### src/rtl/fwd_pkg.sv
package fwd_pkg;

   // Clocks per input period at a given frequency, truncated.
   function automatic int unsigned clocks_per_period(input int unsigned clk_hz,
                                                     input int unsigned sig_hz);
      return clk_hz / sig_hz;
   endfunction

   // Width able to hold values 0..max_val.
   function automatic int unsigned width_for(input int unsigned max_val);
      return (max_val < 2) ? 1 : $clog2(max_val + 1);
   endfunction

endpackage

### src/rtl/fwd_edge_sync.sv
module fwd_edge_sync #(
   parameter int unsigned SYNC_STAGES = 2
) (
   input  logic clk,
   input  logic rst,
   input  logic sig_in,
   output logic rise_o
);
   logic [SYNC_STAGES-1:0] sync_q;
   logic                   last_q;

   generate
      if (SYNC_STAGES == 1) begin : g_single
         always_ff @(posedge clk) begin
            if (rst) sync_q <= '0;
            else     sync_q <= sig_in;
         end
      end else begin : g_chain
         always_ff @(posedge clk) begin
            if (rst) sync_q <= '0;
            else     sync_q <= {sync_q[SYNC_STAGES-2:0], sig_in};
         end
      end
   endgenerate

   always_ff @(posedge clk) begin
      if (rst) last_q <= 1'b0;
      else     last_q <= sync_q[SYNC_STAGES-1];
   end

   assign rise_o = sync_q[SYNC_STAGES-1] & ~last_q;
endmodule

### src/rtl/fwd_period_timer.sv
module fwd_period_timer #(
   parameter int unsigned MAX_PER = 22,
   parameter int unsigned CNT_W   = 5
) (
   input  logic             clk,
   input  logic             rst,
   input  logic             rise_i,
   output logic             measure_o,
   output logic [CNT_W-1:0] period_o,
   output logic             loss_o
);
   localparam logic [CNT_W-1:0] LIMIT = CNT_W'(MAX_PER + 1);

   logic             armed_q;
   logic [CNT_W-1:0] cnt_q;

   assign measure_o = rise_i & armed_q;
   assign period_o  = cnt_q;
   assign loss_o    = armed_q & ~rise_i & (cnt_q == LIMIT);

   always_ff @(posedge clk) begin
      if (rst) begin
         armed_q <= 1'b0;
         cnt_q   <= '0;
      end else if (rise_i) begin
         armed_q <= 1'b1;
         cnt_q   <= CNT_W'(1);
      end else if (loss_o) begin
         armed_q <= 1'b0;
         cnt_q   <= '0;
      end else if (armed_q && cnt_q != LIMIT) begin
         cnt_q   <= cnt_q + CNT_W'(1);
      end
   end
endmodule

### src/rtl/fwd_run_qual.sv
module fwd_run_qual #(
   parameter int unsigned MIN_PER = 20,
   parameter int unsigned MAX_PER = 22,
   parameter int unsigned RUN_LEN = 20,
   parameter int unsigned CNT_W   = 5
) (
   input  logic             clk,
   input  logic             rst,
   input  logic             measure_i,
   input  logic [CNT_W-1:0] period_i,
   input  logic             loss_i,
   output logic             present_o,
   output logic             period_ok_o
);
   localparam int unsigned RUN_W = fwd_pkg::width_for(RUN_LEN);
   localparam logic [RUN_W-1:0] RUN_FULL = RUN_W'(RUN_LEN);

   logic             in_win;
   logic [RUN_W-1:0] run_q;
   logic [RUN_W-1:0] run_nx;

   assign in_win = (period_i >= CNT_W'(MIN_PER)) && (period_i <= CNT_W'(MAX_PER));
   assign run_nx = (run_q == RUN_FULL) ? run_q : run_q + RUN_W'(1);

   always_ff @(posedge clk) begin
      if (rst) begin
         run_q       <= '0;
         present_o   <= 1'b0;
         period_ok_o <= 1'b0;
      end else begin
         period_ok_o <= 1'b0;
         if (measure_i && in_win) begin
            run_q       <= run_nx;
            present_o   <= (run_nx == RUN_FULL);
            period_ok_o <= 1'b1;
         end else if (measure_i || loss_i) begin
            run_q     <= '0;
            present_o <= 1'b0;
         end
      end
   end
endmodule

### src/rtl/freq_window_detect.sv
module freq_window_detect #(
   parameter int unsigned CLK_HZ      = 200_000_000,
   parameter int unsigned F_LO_HZ     = 9_000_000,
   parameter int unsigned F_HI_HZ     = 10_000_000,
   parameter int unsigned RUN_LEN     = 20,
   parameter int unsigned SYNC_STAGES = 2
) (
   input  logic clk,
   input  logic rst,
   input  logic sig_in,
   output logic present_o,
   output logic period_ok_o
);
   localparam int unsigned MIN_PER = fwd_pkg::clocks_per_period(CLK_HZ, F_HI_HZ);
   localparam int unsigned MAX_PER = fwd_pkg::clocks_per_period(CLK_HZ, F_LO_HZ);
   localparam int unsigned CNT_W   = fwd_pkg::width_for(MAX_PER + 1);

   // parameter sanity at elaboration
   generate
      if (CLK_HZ / 4 < F_HI_HZ) begin : g_bad_clk
         $error("clock must be at least four times the upper frequency");
      end
      if (F_LO_HZ >= F_HI_HZ) begin : g_bad_band
         $error("lower frequency must be below upper frequency");
      end
      if (RUN_LEN < 1 || SYNC_STAGES < 1) begin : g_bad_counts
         $error("run length and synchronizer depth must be at least one");
      end
   endgenerate

   logic             rise;
   logic             measure;
   logic             loss;
   logic [CNT_W-1:0] period;

   fwd_edge_sync #(.SYNC_STAGES(SYNC_STAGES)) u_sync (
      .clk    (clk),
      .rst    (rst),
      .sig_in (sig_in),
      .rise_o (rise)
   );

   fwd_period_timer #(.MAX_PER(MAX_PER), .CNT_W(CNT_W)) u_timer (
      .clk       (clk),
      .rst       (rst),
      .rise_i    (rise),
      .measure_o (measure),
      .period_o  (period),
      .loss_o    (loss)
   );

   fwd_run_qual #(
      .MIN_PER (MIN_PER),
      .MAX_PER (MAX_PER),
      .RUN_LEN (RUN_LEN),
      .CNT_W   (CNT_W)
   ) u_qual (
      .clk         (clk),
      .rst         (rst),
      .measure_i   (measure),
      .period_i    (period),
      .loss_i      (loss),
      .present_o   (present_o),
      .period_ok_o (period_ok_o)
   );
endmodule

### config.mk
export PLATFORM = sky130hd
export DESIGN_NAME = freq_window_detect
export DESIGN_NICKNAME = d
export VERILOG_FILES = /design/src/rtl/fwd_pkg.sv /design/src/rtl/fwd_edge_sync.sv /design/src/rtl/fwd_period_timer.sv /design/src/rtl/fwd_run_qual.sv /design/src/rtl/freq_window_detect.sv
export SDC_FILE = /design/constraint.sdc
export NUM_CORES = 1
export LEC_CHECK = 0
export ABC_AREA = 1
export BUFFER_PORTS_ARGS = -buffer_cell sky130_fd_sc_hd__buf_2
export CORE_UTILIZATION = 30
export DETAILED_ROUTE_END_ITERATION = 7
export HOLD_SLACK_MARGIN = 0.03
export PLACE_DENSITY = 0.49
export SYNTH_ARGS = -nofsm -noshare
export SYNTH_HDL_FRONTEND = slang
export SYNTH_SLANG_ARGS = --single-unit
### constraint.sdc
create_clock -name clk -period 1.6 [get_ports clk]
set_input_delay 0 -clock clk [delete_from_list [all_inputs] [get_ports clk]]
set_output_delay 0 -clock clk [all_outputs]
set_load 0.05 [all_outputs]
Yosys cells after proc, flatten, opt, wreduce, memory -nomap -nowiden --
Index checks and enable logic that the tools add are counted.
Operators by class: reduce and logical (&&, ||, !) cells 8, mux-type cells 11, bitwise logic cells 6, magnitude comparators 2, add/sub/neg operators 2, equality and inequality tests 4
Operator list (count):
- == test 5 bit, second input constant | 3
- 2-to-1 mux 5 bit | 3
- adder 5 x 1 -> 5 bit, second input constant | 2
- 2-to-1 mux 1 bit | 8
- >= comparator 5 bit, second input constant | 1
- <= comparator 5 bit, second input constant | 1
- inequality test 5 bit, second input constant | 1
- AND 1 bit | 4
- nonzero test 2 bit | 2
- logical AND 1 bit | 3
- nonzero test 3 bit | 1
- OR reduction 3 bit | 1
- inverter 1 bit | 2
- logical OR 1 bit | 1
Word-level totals: flip-flop bits (word level) 16, output and inout port bits 2, input port bits 3, word-level logic and storage cells 41

Logic depth before layout (Yosys ltp) --
Gate-level depths: netlist (run 1).
word-level depth 8, depth in mapped cells 10, mapped depth without buffers 10

Modules after synthesis --
Synthesis (run 1) repeated with hierarchy kept, for this count alone.
Second synthesis, totals: cell total of the unflattened synthesis 111, area, all modules 829.5 um^2
Modules (own cells, without submodules):
- fwd_run_qual | cells an instance 59, area each 395.4 um^2, seq. area each 140.1 um^2, times used 1
- fwd_period_timer | cells an instance 42, area each 347.8 um^2, seq. area each 120.1 um^2, times used 1
- fwd_edge_sync | cells an instance 10, area each 86.3 um^2, seq. area each 60.1 um^2, times used 1

Worst setup path before layout (run 1) --
OpenSTA, ideal clock, no wires.
kind reg2reg, start point reg u_qual.run_q[0], end point reg u_qual.present_o, cell stages (with the launch flop) 11, required time 1.469 ns, buffers on the path 0, clock period less this slack 1.235 ns, arrival time 1.104 ns, slack 0.365 ns, cells stage by stage dfxtp_1 > inv_1 > ha_1 > nand2_1 > inv_2 > nand2_2 > nand2_1 > nor2_2 > nor2_2 > nand2_1 > a21oi_2
On the way: longest elaborated chain between the ends 4
RTL lines:
- start, declared | RTL line fwd_run_qual.sv:19 | logic [RUN_W-1:0] run_q;
- start signal, assigned | RTL line fwd_run_qual.sv:33 | run_q <= run_nx;
- adder 5 x 1 -> 5 bit / == test 5 bit (equally long branches) | RTL line fwd_run_qual.sv:23 | assign run_nx = (run_q == RUN_FULL) ? run_q : run_q + RUN_W'(1);
- 2-to-1 mux 5 bit (*) | RTL line fwd_run_qual.sv:23
- == test 5 bit (*) | RTL line fwd_run_qual.sv:34 | present_o <= (run_nx == RUN_FULL);
- 2-to-1 mux 1 bit (*) | RTL line fwd_run_qual.sv:32 | if (measure_i && in_win) begin
- end signal, assigned | RTL line fwd_run_qual.sv:34
- end, declared | RTL line fwd_run_qual.sv:12 | output logic present_o,
Mark *: on every way between the ends. The rest lies on a longest branch, timed or not. A chain may end at the register's enable or synchronous reset.

Worst setup path in the final report (run 1) --
Same ends and word-level chain as after synthesis.

==> key figures, run 1 <==
Worst setup path
  • Crit path top cell by count: nand2_1
  • Setup crit end kind: flop
  • Worst path required time: between 1500 and 2000 ps
  • Crit Path Max Fanout: 5
  • Reg-to-Reg End: u_qual.present_o$_SDFFE_PP0P_
  • Slowest cell on crit path: dfxtp_1
  • FF-to-FF setup slack: ~270 ps
  • Worst path cell trace: inv_1 > ha_1 > nand2_1 > inv_2 > nand2_2 > nand2_1 > nor2_2 > nor2_2 > nand2_1 > a21oi_2
  • Worst Path Arrival: ~1500 ps
  • Largest stage delay on the critical path: 410 ps
  • Crit Path Class: reg2reg
  • Crit-path leading delay family: simple AND/OR/NAND/NOR gates
  • Worst R2R Path Depth: 10
  • WP buf/inv: 2
  • Worst Setup Start Kind: flop
  • Reg-to-reg critical path startpoint: u_qual.run_q[0]$_SDFFE_PP0P_

Power and ir drop
  • PD cells: around 760 nW/um^2
  • Clk network pwr share: about two fifths
  • Reg power frac: between 50 and 60%
  • Sw Pwr: approximately 0.17 mW
  • Peak supply drop: approximately 0.32 mV
  • Leakage power: between 0.3 and 0.4 nW
  • Logic pwr share: under 10%
  • Total Power: ~0.72 mW
  • Sw Ratio: between 20% and 30%
  • Int Pwr: roughly 0.56 mW

STA
  • Setup tns final: 0 ps
  • Hold WS: a little over 400 ps
  • Unrepaired setup endpoints after global routing: false
  • Clk_skew: slightly below 4 ps
  • Final setup viols: 0
  • Hold Violations, Final: 0
  • Final slew viol count: 0
  • Tcrit/Tclk final: a little over four fifths
  • Min Tclk post-route: around 1300 ps
  • Worst slew pin tran: ~250 ps
  • Fmax: roughly 750 MHz
  • Rel. slew slack: between 80% and 90%

Place
  • DP Area: between 800 and 900 um^2
  • IO Port Bufs: 4
  • RePlAce Congestion: about 0.7
  • Post-DP HPWL: 1090 um

Synth
  • XOR/XNOR share of the synthesized area: between 2 and 2.5%
  • Fraction of the mapped netlist area in simple logic gates: 37.5%
  • Sequential fraction of the synthesis area: about two fifths
  • Ys flop type: dfxtp_1
  • Most common cell in the synthesized netlist: nand2_1
  • Distinct cell type count after synthesis: 21
  • Yosys reg bits: 16
  • Area contributors post-synth: dfxtp_1 (39%), nand2_1 (9.5%), nand3_1 (8.5%)
  • Synth async-reset ratio: 0%
  • Synth Area in Adders: slightly above 6%
  • Post-synthesis mux area share: 0%
  • Synthesized area: between 800 and 900 um^2
  • Synthesized Nets: about 120
  • Synth top cells by count: nand2_1 (21), dfxtp_1 (16), nand3_1 (14)
  • Syn Inst Count: roughly 110
  • EDFF count, synth: 0
  • Mean area per synthesized cell: about 7.5 um^2
  • Synth top area share: between 30% and 40%
  • Largest family of logic cells by synthesized area: simple AND/OR/NAND/NOR gates
  • Cell accounting for the most synthesized area: dfxtp_1
  • Post-synthesis compound-gate area fraction: under 10%
  • Yosys warning count: 0

Cells and area
  • Fillers: approximately 280
  • Area growth from synthesis to layout: 15.4%
  • Diode count: 0
  • Layout cells sized above 1: 23.0%
  • Layout Utilization: a little under two fifths
  • Layout Nets: 130
  • Design area: around 950 um^2

Drt
  • Initial DRT Pass Iterations: 4
  • Routed len/inst: just under 10 um
  • DRC Markers: 0
  • Post-DRT Antenna Nets: 0
  • Vias: approximately 680
  • Final wirelength: about 1500 um
  • Routed vias/inst: roughly 4.5
  • Initial DRC count: 11

Clock network
  • CTS tree: built
  • Hold-fix buffers, CTS: 3
  • CTS clock-pin slew for the worst setup and hold paths: roughly 100 ps
  • H-tree depth: 1
  • Clock Sinks: 16
  • Setup Buffers After CTS: 0
  • CTS Buf Count: 3
  • Root buf cell: clkbuf_4
  • Clock Latency Late Sink: approximately 290 ps
  • CTS max path bufs: 2
  • Resized Gates After CTS: 0

Min path
  • Hold Path Class: reg2reg
  • Hold Crit Endpoint: u_sync.sync_q[1]$_SDFF_PP0_
  • HP Start: u_sync.sync_q[0]$_SDFF_PP0_
  • WHS Path Cells: 2

Die
  • Die outline height: 54.5 um
  • IO Pins: 5
  • Starting density of the core: about a third
  • Die area: 2970 um^2
  • Core area: between 2000 and 3000 um^2
  • Die W: around 55 um
  • Row count: 18

Global routing
  • Vias in the first global route: between 600 and 700
  • First-pass GRT wire length: between 2000 and 3000 um
  • Largest net degree at the start of global routing: 13
  • Initial antenna violation count: 0
  • Total gr overflow: 0
  • Total track usage: 12.6%

Status
  • Status: complete, no violations

Flow run
  • Max cap viols: 0
[through the flow]
stage,std cells,setup WS [ps]
2_1_floorplan,111,365
4_1_cts,152,258
5_1_grt,152,90.9
6_report,152,267
3_3_place_gp,145,332
3_5_place_dp,145,276
[metal layers]
layer  part of all wire [%]  track usage, %  vias to the layer above
met5                      0               0                        -
met4                      0            5.13                        0
met3                    4.2            3.06                        0
met2                     45            19.5                        8
met1                     51            16.7                      300
li1                       -               -                      376
[cell families after synthesis]
| kind of cell | count (synthesis) |
|---|---|
| adders and majority gates | 4 |
| and+or+nand+nor | 60 |
| buffers and inverters | 18 |
| xor gates and xnor gates | 2 |
| DFF | 16 |
| AOI/OAI and AO/OA | 11 |
[cells in the final DEF, fill, tap and decap left out, drive strengths merged]
| cell | instances |
|---|---|
| a211oi | 1 |
| a21oi | 8 |
| buf | 5 |
| clkbuf | 4 |
| clkinv | 1 |
| dfxtp | 16 |
| dlygate4sd3 | 3 |
| ha | 4 |
| inv | 16 |
| nand2 | 27 |
| nand3 | 15 |
| nand4 | 2 |
| nor2 | 15 |
| nor3b | 1 |
| o21ai | 2 |
| xnor2 | 1 |
| xor2 | 1 |
[area by class of cell]
cell class	instances	area, um^2	share of cell area, %
tap	30	37.5	3.93
sequential	16	320	33.6
clock buffer	4	36.3	3.80
inverter	17	63.8	6.68
timing repair buffer	8	57.6	6.03
multi-input combinational	77	439	46.0
[flip-flops by register name, summed over array words and instances (netlist names)]
signal and flops:
u_timer.armed_q 1, u_timer.period_o 5, u_sync.last_q 1, u_qual.period_ok_o 1, u_qual.present_o 1, u_sync.sync_q 2, u_qual.run_q 5
[worst min-delay path: stages (launching register included)]
cell	delay, ps
dfxtp_1	310
inv_1	40
nor2_1	30
[how the worst max path moves through the flow]
stage,start,end,slack (ps),cells past startpoint
6_report,u_qual.run_q[0]$_SDFFE_PP0P_,u_qual.present_o$_SDFFE_PP0P_,270,10
5_1_grt,u_qual.run_q[0]$_SDFFE_PP0P_,u_qual.run_q[0]$_SDFFE_PP0P_,90,9
4_1_cts,u_qual.run_q[0]$_SDFFE_PP0P_,u_qual.present_o$_SDFFE_PP0P_,260,10
3_5_place_dp,u_qual.run_q[0]$_SDFFE_PP0P_,u_qual.present_o$_SDFFE_PP0P_,280,10
3_3_place_gp,u_qual.run_q[0]$_SDFFE_PP0P_,u_qual.present_o$_SDFFE_PP0P_,330,10
2_1_floorplan,u_qual.run_q[0]$_SDFFE_PP0P_,u_qual.present_o$_SDFFE_PP0P_,360,10
[power by group through the flow]
stage / Sequential (mW) / Clock [mW] / Combinational, mW
after floorplan: 0.421 / 0 / 0.0224
after global placement: 0.422 / 0 / 0.0300
after detailed placement: 0.422 / 0 / 0.0300
after CTS: 0.413 / 0.291 / 0.0356
after global routing: 0.415 / 0.308 / 0.0404
final: 0.413 / 0.276 / 0.0353
Note: power is estimated with default switching activity, not from simulation.
==> run 2: changes to the inputs <==
- PLACE_DENSITY: 0.49 -> 0.51
- clock period: 1.6 -> 1.2 ns (I/O delays scaled with it)
==> run 2 against run 1 <==
- the flow now finishes with violations (setup timing)
- largest power group unchanged
- clock power rose by 25%
- sequential cell count did not move
- sequential power rose by 34%
- clock skew fell by 3.0 ps
- via count rose by 7.7%
- largest cell class unchanged
- die area did not move
- critical endpoint unchanged
==> key figures, run 2 (synthesis gave the netlist of run 1 again) <==
Status
  • Status: finished with violations
  • Failing checks: setup timing

Global routing
  • Vias in the first global route: 644 (+1.9%)
  • Total gr overflow: 0 (unchanged)
  • Total track usage: 13.3% (+0.71 points)
  • Largest net degree at the start of global routing: 13 (unchanged)
  • Initial antenna violation count: 0 (unchanged)
  • First-pass GRT wire length: 2820 um (+5.7%)

Place
  • Post-Place Setup Slack: -53.9 ps (-330 ps)
  • Placed Instances: 154 (+6.2%)
  • RePlAce Congestion: 0.765 (+7.5%)
  • IO Port Bufs: 4 (unchanged)
  • Post-DP HPWL: 1230 um (+13%)

Cells and area
  • Multi-input gate area: 556 um^2 (+26%)
  • Register area: 328 um^2 (+2.3%)
  • Most frequent cells in the layout: nand3_1 (12), nand2_1 (12), inv_1 (11), buf_4 (11), dfxtp_1 (10)
  • Layout cells sized above 1: 48.5% (+26 points)
  • Diode count: 0 (unchanged)
  • Area growth from synthesis to layout: 40.2%
  • Non-Filler Instances: 162 (+6.6%)
  • Fillers: 259 (-7.2%)
  • Layout Nets: 140 (+7.7%)

Drt
  • DRC Markers: 0 (unchanged)
  • Initial DRT Pass Iterations: 4 (unchanged)
  • Routed len/inst: 10.5 um (+7.5%)
  • Vias: 737 (+7.7%)
  • Final wirelength: 1710 um (+15%)
  • Initial DRC count: 4 (-7)
  • Post-DRT Antenna Nets: 0 (unchanged)
  • Routed vias/inst: 4.55 (+1.1%)

STA
  • Setup tns final: -43.9 ps (-43.9 ps)
  • Tcrit/Tclk final: 103% (+19 points)
  • Rel. slew slack: 82.9% (-0.44 points)
  • Final slew viol count: 0 (unchanged)
  • Hold WS: 412 ps (+0.641 ps)
  • Hold Violations, Final: 0 (unchanged)
  • Clk_skew: 0.945 ps (-2.97 ps)
  • Unrepaired setup endpoints after global routing: true
  • Fmax: 811 MHz (+8.1%)
  • Final worst setup slack: -33.1 ps (-300 ps)
  • Final setup viols: 2 (+2)
  • Min Tclk post-route: 1230 ps (-100 ps)
  • Worst slew pin tran: 256 ps (+4.54 ps)

Die
  • Die area: 2970 um^2 (unchanged)
  • IO Pins: 5 (unchanged)
  • Core area: 2540 um^2 (unchanged)
  • Die W: 54.5 um (unchanged)
  • Row count: 18 (unchanged)
  • Die outline height: 54.5 um (unchanged)
  • Starting density of the core: 32.5% (unchanged)

Clock network
  • H-tree depth: 1 (unchanged)
  • Clock Sinks: 16 (unchanged)
  • Root buf cell: clkbuf_4
  • CTS tree: built
  • CTS clock-pin slew for the worst setup and hold paths: 90 ps (about the same)
  • CTS max path bufs: 2 (unchanged)
  • CTS Buf Count: 3 (unchanged)
  • Clock Latency Late Sink: 280 ps (about the same)

Power and ir drop
  • Leakage power: 0.450 nW (+15%)
  • Sw Ratio: 21.2% (-1.5 points)
  • Peak supply drop: 0.604 mV (+89%)
  • Sw Pwr: 0.201 mW (+22%)
  • PD cells: 817 nW/um^2 (+7.7%)
  • Int Pwr: 0.747 mW (+33%)
  • Total Power: 0.948 mW (+31%)
  • Clk network pwr share: 36.5% (-1.6 points)
  • Reg power frac: 58.2% (+1.2 points)
  • Logic pwr share: 5.3% (+0.4 points)

Min path
  • Hold Path Class: reg2reg

Worst setup path
  • Worst Setup Start Kind: flop
  • Crit-path leading delay family: simple AND/OR/NAND/NOR gates
  • Largest stage delay on the critical path: 340 ps (-70 ps)
  • WP buf/inv: 2 (unchanged)
  • Crit Path Class: reg2reg
  • Crit Path Max Fanout: 4 (-1)
  • Setup crit end kind: flop
  • Worst Path Arrival: 1450 ps (-70 ps)
  • Slowest cell on crit path: dfxtp_2
  • Worst path cell trace: inv_2 > ha_4 > nand2_4 > inv_6 > nand2_8 > nand2_4 > nand3_2 > nor2_4 > nand2_2 > a21oi_2
  • Crit path top cell by count: nand2_4
  • Worst path required time: 1420 ps (-370 ps)

Flow run
  • Max cap viols: 0 (unchanged)
==> run 2: cell types whose count changed in the layout (fill, tap and decap cells not counted), sizes merged <==
cell | before | now
buf | 5 | 16
dlygate4sd3 | 3 | 2
==> run 2: final timing paths <==
check	start	endpoint	slack, ps	depth (start not counted)
worst min register to register	u_sync.sync_q[0]$_SDFF_PP0_	u_sync.sync_q[1]$_SDFF_PP0_	410	2
worst max register to register	u_qual.run_q[1]$_SDFFE_PP0P_	u_qual.present_o$_SDFFE_PP0P_	-30	10
worst min-delay path	u_sync.sync_q[0]$_SDFF_PP0_	u_sync.sync_q[1]$_SDFF_PP0_	410	2
worst max-delay path	u_qual.run_q[1]$_SDFFE_PP0P_	u_qual.present_o$_SDFFE_PP0P_	-30	10
==> run 2: cell type report <==
type / count / area share (%)
tap: 30 / 3.24
multi-input combinational: 77 / 47.9
timing repair buffer: 18 / 11.5
clock buffer: 4 / 3.13
sequential: 16 / 28.3
inverter: 17 / 5.93
==> run 2: metrics by stage <==
step                area (um^2)  utilization (%)
floorplan                   830                -
global placement            958             37.7
detailed placement          958             37.7
CTS                        1080             42.4
global route               1160             45.6
finish                     1160             45.6
==> run 2: power groups by stage <==
stage	Sequential (mW)	Clock [mW]	Combinational, mW
CTS	0.551	0.362	0.0468
global placement	0.563	0	0.0401
finish	0.552	0.346	0.0499
detailed placement	0.563	0	0.0414
floorplan	0.561	0	0.0299
global route	0.554	0.396	0.0574
==> run 2: per-layer routing <==
metal,part of all wire (%),GRT usage [%],wire length (um)
met5,0,0,0
met4,0.41,3.85,7
met3,2.6,3.06,45
met2,51,23.8,878
met1,46,15.7,778
==> run 2: what timing repair did <==
action / 4_1_cts / 5_1_grt
hold buffers: 2 / 0
endpoints found under the hold margin: 2 / 0
pin swaps: 8 / 3
gates resized for setup: 15 / 22
setup endpoints to repair: 3 / 10
setup buffers: 2 / 0
==> run 2: worst reg2reg max path, delay by kind of cell, from the launching register on <==
family,cells,cell delay (ps)
flip-flops,1,340
AND/OR/NAND/NOR,6,440
adder cells (fa/ha/maj),1,140
AO/OA/AOI/OAI,1,100
buffers and inverters,2,150
==> run 3: changes to the inputs <==
- BUFFER_PORTS_ARGS: -buffer_cell sky130_fd_sc_hd__buf_2 -> not set
- DONT_BUFFER_PORTS: not set -> 1
- PLACE_DENSITY: 0.51 -> 0.49
==> run 3 against run 2 <==
- the run ends with hold timing, setup timing left
- first-iteration DRC count unchanged
- fmax decreased by 3.3%
- utilization decreased by 2.8 points
- sequential cell count unchanged
- clock power decreased by 18%
- register-to-register slack got worse by 40 ps
- worst hold slack got worse by 640 ps
- global-route usage increased by 0.59 points
- critical path depth unchanged
- via count decreased by 2.8%
- critical endpoint unchanged
- largest cell class unchanged
- highest routed layer unchanged
==> key figures, run 3 (synthesis gave the netlist of run 1 again) <==
Flow run
  • Max cap viols: 0 (unchanged)

Die
  • Die outline height: 54.5 um (unchanged)
  • Die area: 2970 um^2 (unchanged)
  • IO Pins: 5 (unchanged)
  • Row count: 18 (unchanged)
  • Starting density of the core: 32.5% (unchanged)
  • Die W: 54.5 um (unchanged)
  • Core area: 2540 um^2 (unchanged)

Drt
  • Routed len/inst: 10.5 um (about the same)
  • Routed vias/inst: 4.59 (+0.89%)
  • Initial DRC count: 4 (unchanged)
  • Vias: 716 (-2.8%)
  • Initial DRT Pass Iterations: 4 (unchanged)
  • Final wirelength: 1650 um (-3.7%)
  • DRC Markers: 0 (unchanged)
  • Post-DRT Antenna Nets: 0 (unchanged)

STA
  • Fmax: 784 MHz (-3.3%)
  • Rel. slew slack: 68.5% (-14 points)
  • Setup tns final: -74.8 ps (-30.9 ps)
  • Final slew viol count: 0 (unchanged)
  • Clk_skew: 1.27 ps (+0.323 ps)
  • Worst slew pin tran: 472 ps (+215 ps)
  • Unrepaired setup endpoints after global routing: true
  • Min Tclk post-route: 1270 ps (+41.7 ps)
  • Final worst setup slack: -74.8 ps (-41.7 ps)
  • Tcrit/Tclk final: 106% (+3.5 points)
  • Final setup viols: 1 (-1)
  • Hold Violations, Final: 8 (+8)
  • Hold WS: -231 ps (-643 ps)

Power and ir drop
  • Leakage power: 0.422 nW (-6.4%)
  • Peak supply drop: 0.531 mV (-12%)
  • PD cells: 804 nW/um^2 (-1.6%)
  • Total Power: 0.877 mW (-7.5%)

Place
  • IO Port Bufs: 0 (-4)
  • Post-DP HPWL: 1140 um (-7.8%)
  • Placed Instances: 148 (-3.9%)
  • RePlAce Congestion: 0.805 (+5.2%)

Worst setup path
  • Slowest cell on crit path: dfxtp_4
  • Crit Path Class: reg2reg
  • Crit Path Max Fanout: 4 (unchanged)
  • Worst path cell trace: inv_4 > ha_4 > nand2_2 > inv_4 > nand2_8 > nand2_2 > nand3_2 > nor2_4 > nand2_1 > a21oi_2
  • Worst Path Arrival: 1500 ps (+50 ps)
  • Reg-to-Reg End: u_qual.present_o$_SDFFE_PP0P_
  • Reg-to-reg critical path startpoint: u_qual.run_q[0]$_SDFFE_PP0P_
  • Worst path required time: 1420 ps (about the same)
  • Worst Setup Start Kind: flop
  • Largest stage delay on the critical path: 370 ps (+30 ps)
  • Worst R2R Path Depth: 10 (unchanged)
  • FF-to-FF setup slack: -70 ps (-40 ps)
  • Setup crit end kind: flop

Status
  • Failing checks: hold timing, setup timing
  • Status: finished with violations

Cells and area
  • Most frequent cells in the layout: nand2_1 (15), dfxtp_1 (12), inv_1 (11), nand3_1 (11), buf_4 (9)
  • Area growth from synthesis to layout: 31.8%
  • Commonest non-fill, non-tap cell in the layout: nand2_1
  • Diode count: 0 (unchanged)
  • Layout Nets: 135 (-3.6%)
  • Layout cells sized above 1: 38.9% (-9.6 points)
  • Non-Filler Instances: 156 (-3.7%)

Clock network
  • Root buf cell: clkbuf_4
  • CTS tree: built
  • H-tree depth: 1 (unchanged)
  • CTS Buf Count: 3 (unchanged)
  • CTS clock-pin slew for the worst setup and hold paths: 90 ps (about the same)
  • CTS max path bufs: 2 (unchanged)
  • Clock Sinks: 16 (unchanged)
  • Clock Latency Late Sink: 280 ps (about the same)
  • Hold-fix buffers, CTS: 4 (+2)

Global routing
  • Total track usage: 13.9% (+0.59 points)
  • First-pass GRT wire length: 2890 um (+2.4%)
  • Vias in the first global route: 662 (+2.8%)
  • Largest net degree at the start of global routing: 13 (unchanged)
  • Total gr overflow: 0 (unchanged)
  • Initial antenna violation count: 0 (unchanged)

Min path
  • HP Start: rst
  • Hold Path Class: in2reg
  • WHS Path Cells: 1 (-1)
  • Hold Crit Endpoint: u_timer.period_o[0]$_SDFFE_PP0P_
## run 3: how the worst max path moves through the flow
stage	cells after the start	start	to
floorplan	10	u_qual.run_q[0]$_SDFFE_PP0P_	u_qual.present_o$_SDFFE_PP0P_
global placement	10	u_qual.run_q[0]$_SDFFE_PP0P_	u_qual.present_o$_SDFFE_PP0P_
detailed placement	10	u_qual.run_q[0]$_SDFFE_PP0P_	u_qual.present_o$_SDFFE_PP0P_
CTS	10	u_qual.run_q[0]$_SDFFE_PP0P_	u_qual.present_o$_SDFFE_PP0P_
global route	10	u_qual.run_q[0]$_SDFFE_PP0P_	u_qual.present_o$_SDFFE_PP0P_
finish	10	u_qual.run_q[0]$_SDFFE_PP0P_	u_qual.present_o$_SDFFE_PP0P_
## run 3: final cells by class
type                    count  area, um^2
fillers                   261        1460
clock buffers               3        22.5
multi-input cells          77         526
inverters                  17        68.8
flip-flops and latches     16         328
repair buffers             13         108
well taps                  30        37.5
## run 3: repair_timing
| item | in CTS | in global routing |
|---|---|---|
| gates resized for setup | 8 | 19 |
| pin swaps | 2 | 5 |
| endpoints found under the hold margin | 16 | 8 |
| buffers inserted | 1 | 0 |
| setup endpoints to repair | 2 | 11 |
## run 3: worst max-delay path: cells and delay by family, from the launching register on
family	cells	cell delay, ps
AOI/OAI and AO/OA	1	110
and+or+nand+nor	6	430
adders and majority gates	1	120
buffers and inverters	2	180
DFF	1	370
## run 3: stage by stage
| stage | utilization [%] | area (um^2) | setup WS, ps |
|---|---|---|---|
| after floorplan | - | 830 | 6.46 |
| after global placement | 36.3 | 923 | -2.94 |
| after detailed placement | 36.3 | 923 | -53.5 |
| after CTS | 39.9 | 1020 | -55.7 |
| after global routing | 42.8 | 1090 | -146 |
| final | 42.8 | 1090 | -74.8 |
## run 3: power by group
part | switching, mW | leakage, nW | internal (mW)
Combinational | 0.0231 | 0.276 | 0.0229
Clock | 0.166 | 0.0138 | 0.116
Sequential | 0.00850 | 0.132 | 0.540
## run 3: routing by layer
layer	GRT usage, %	routed length [um]	up-vias
met5	0	0	-
met1	19.8	833	326
met3	3.61	41	2
met2	20.5	762	5
met4	3.85	7	0
li1	-	-	383
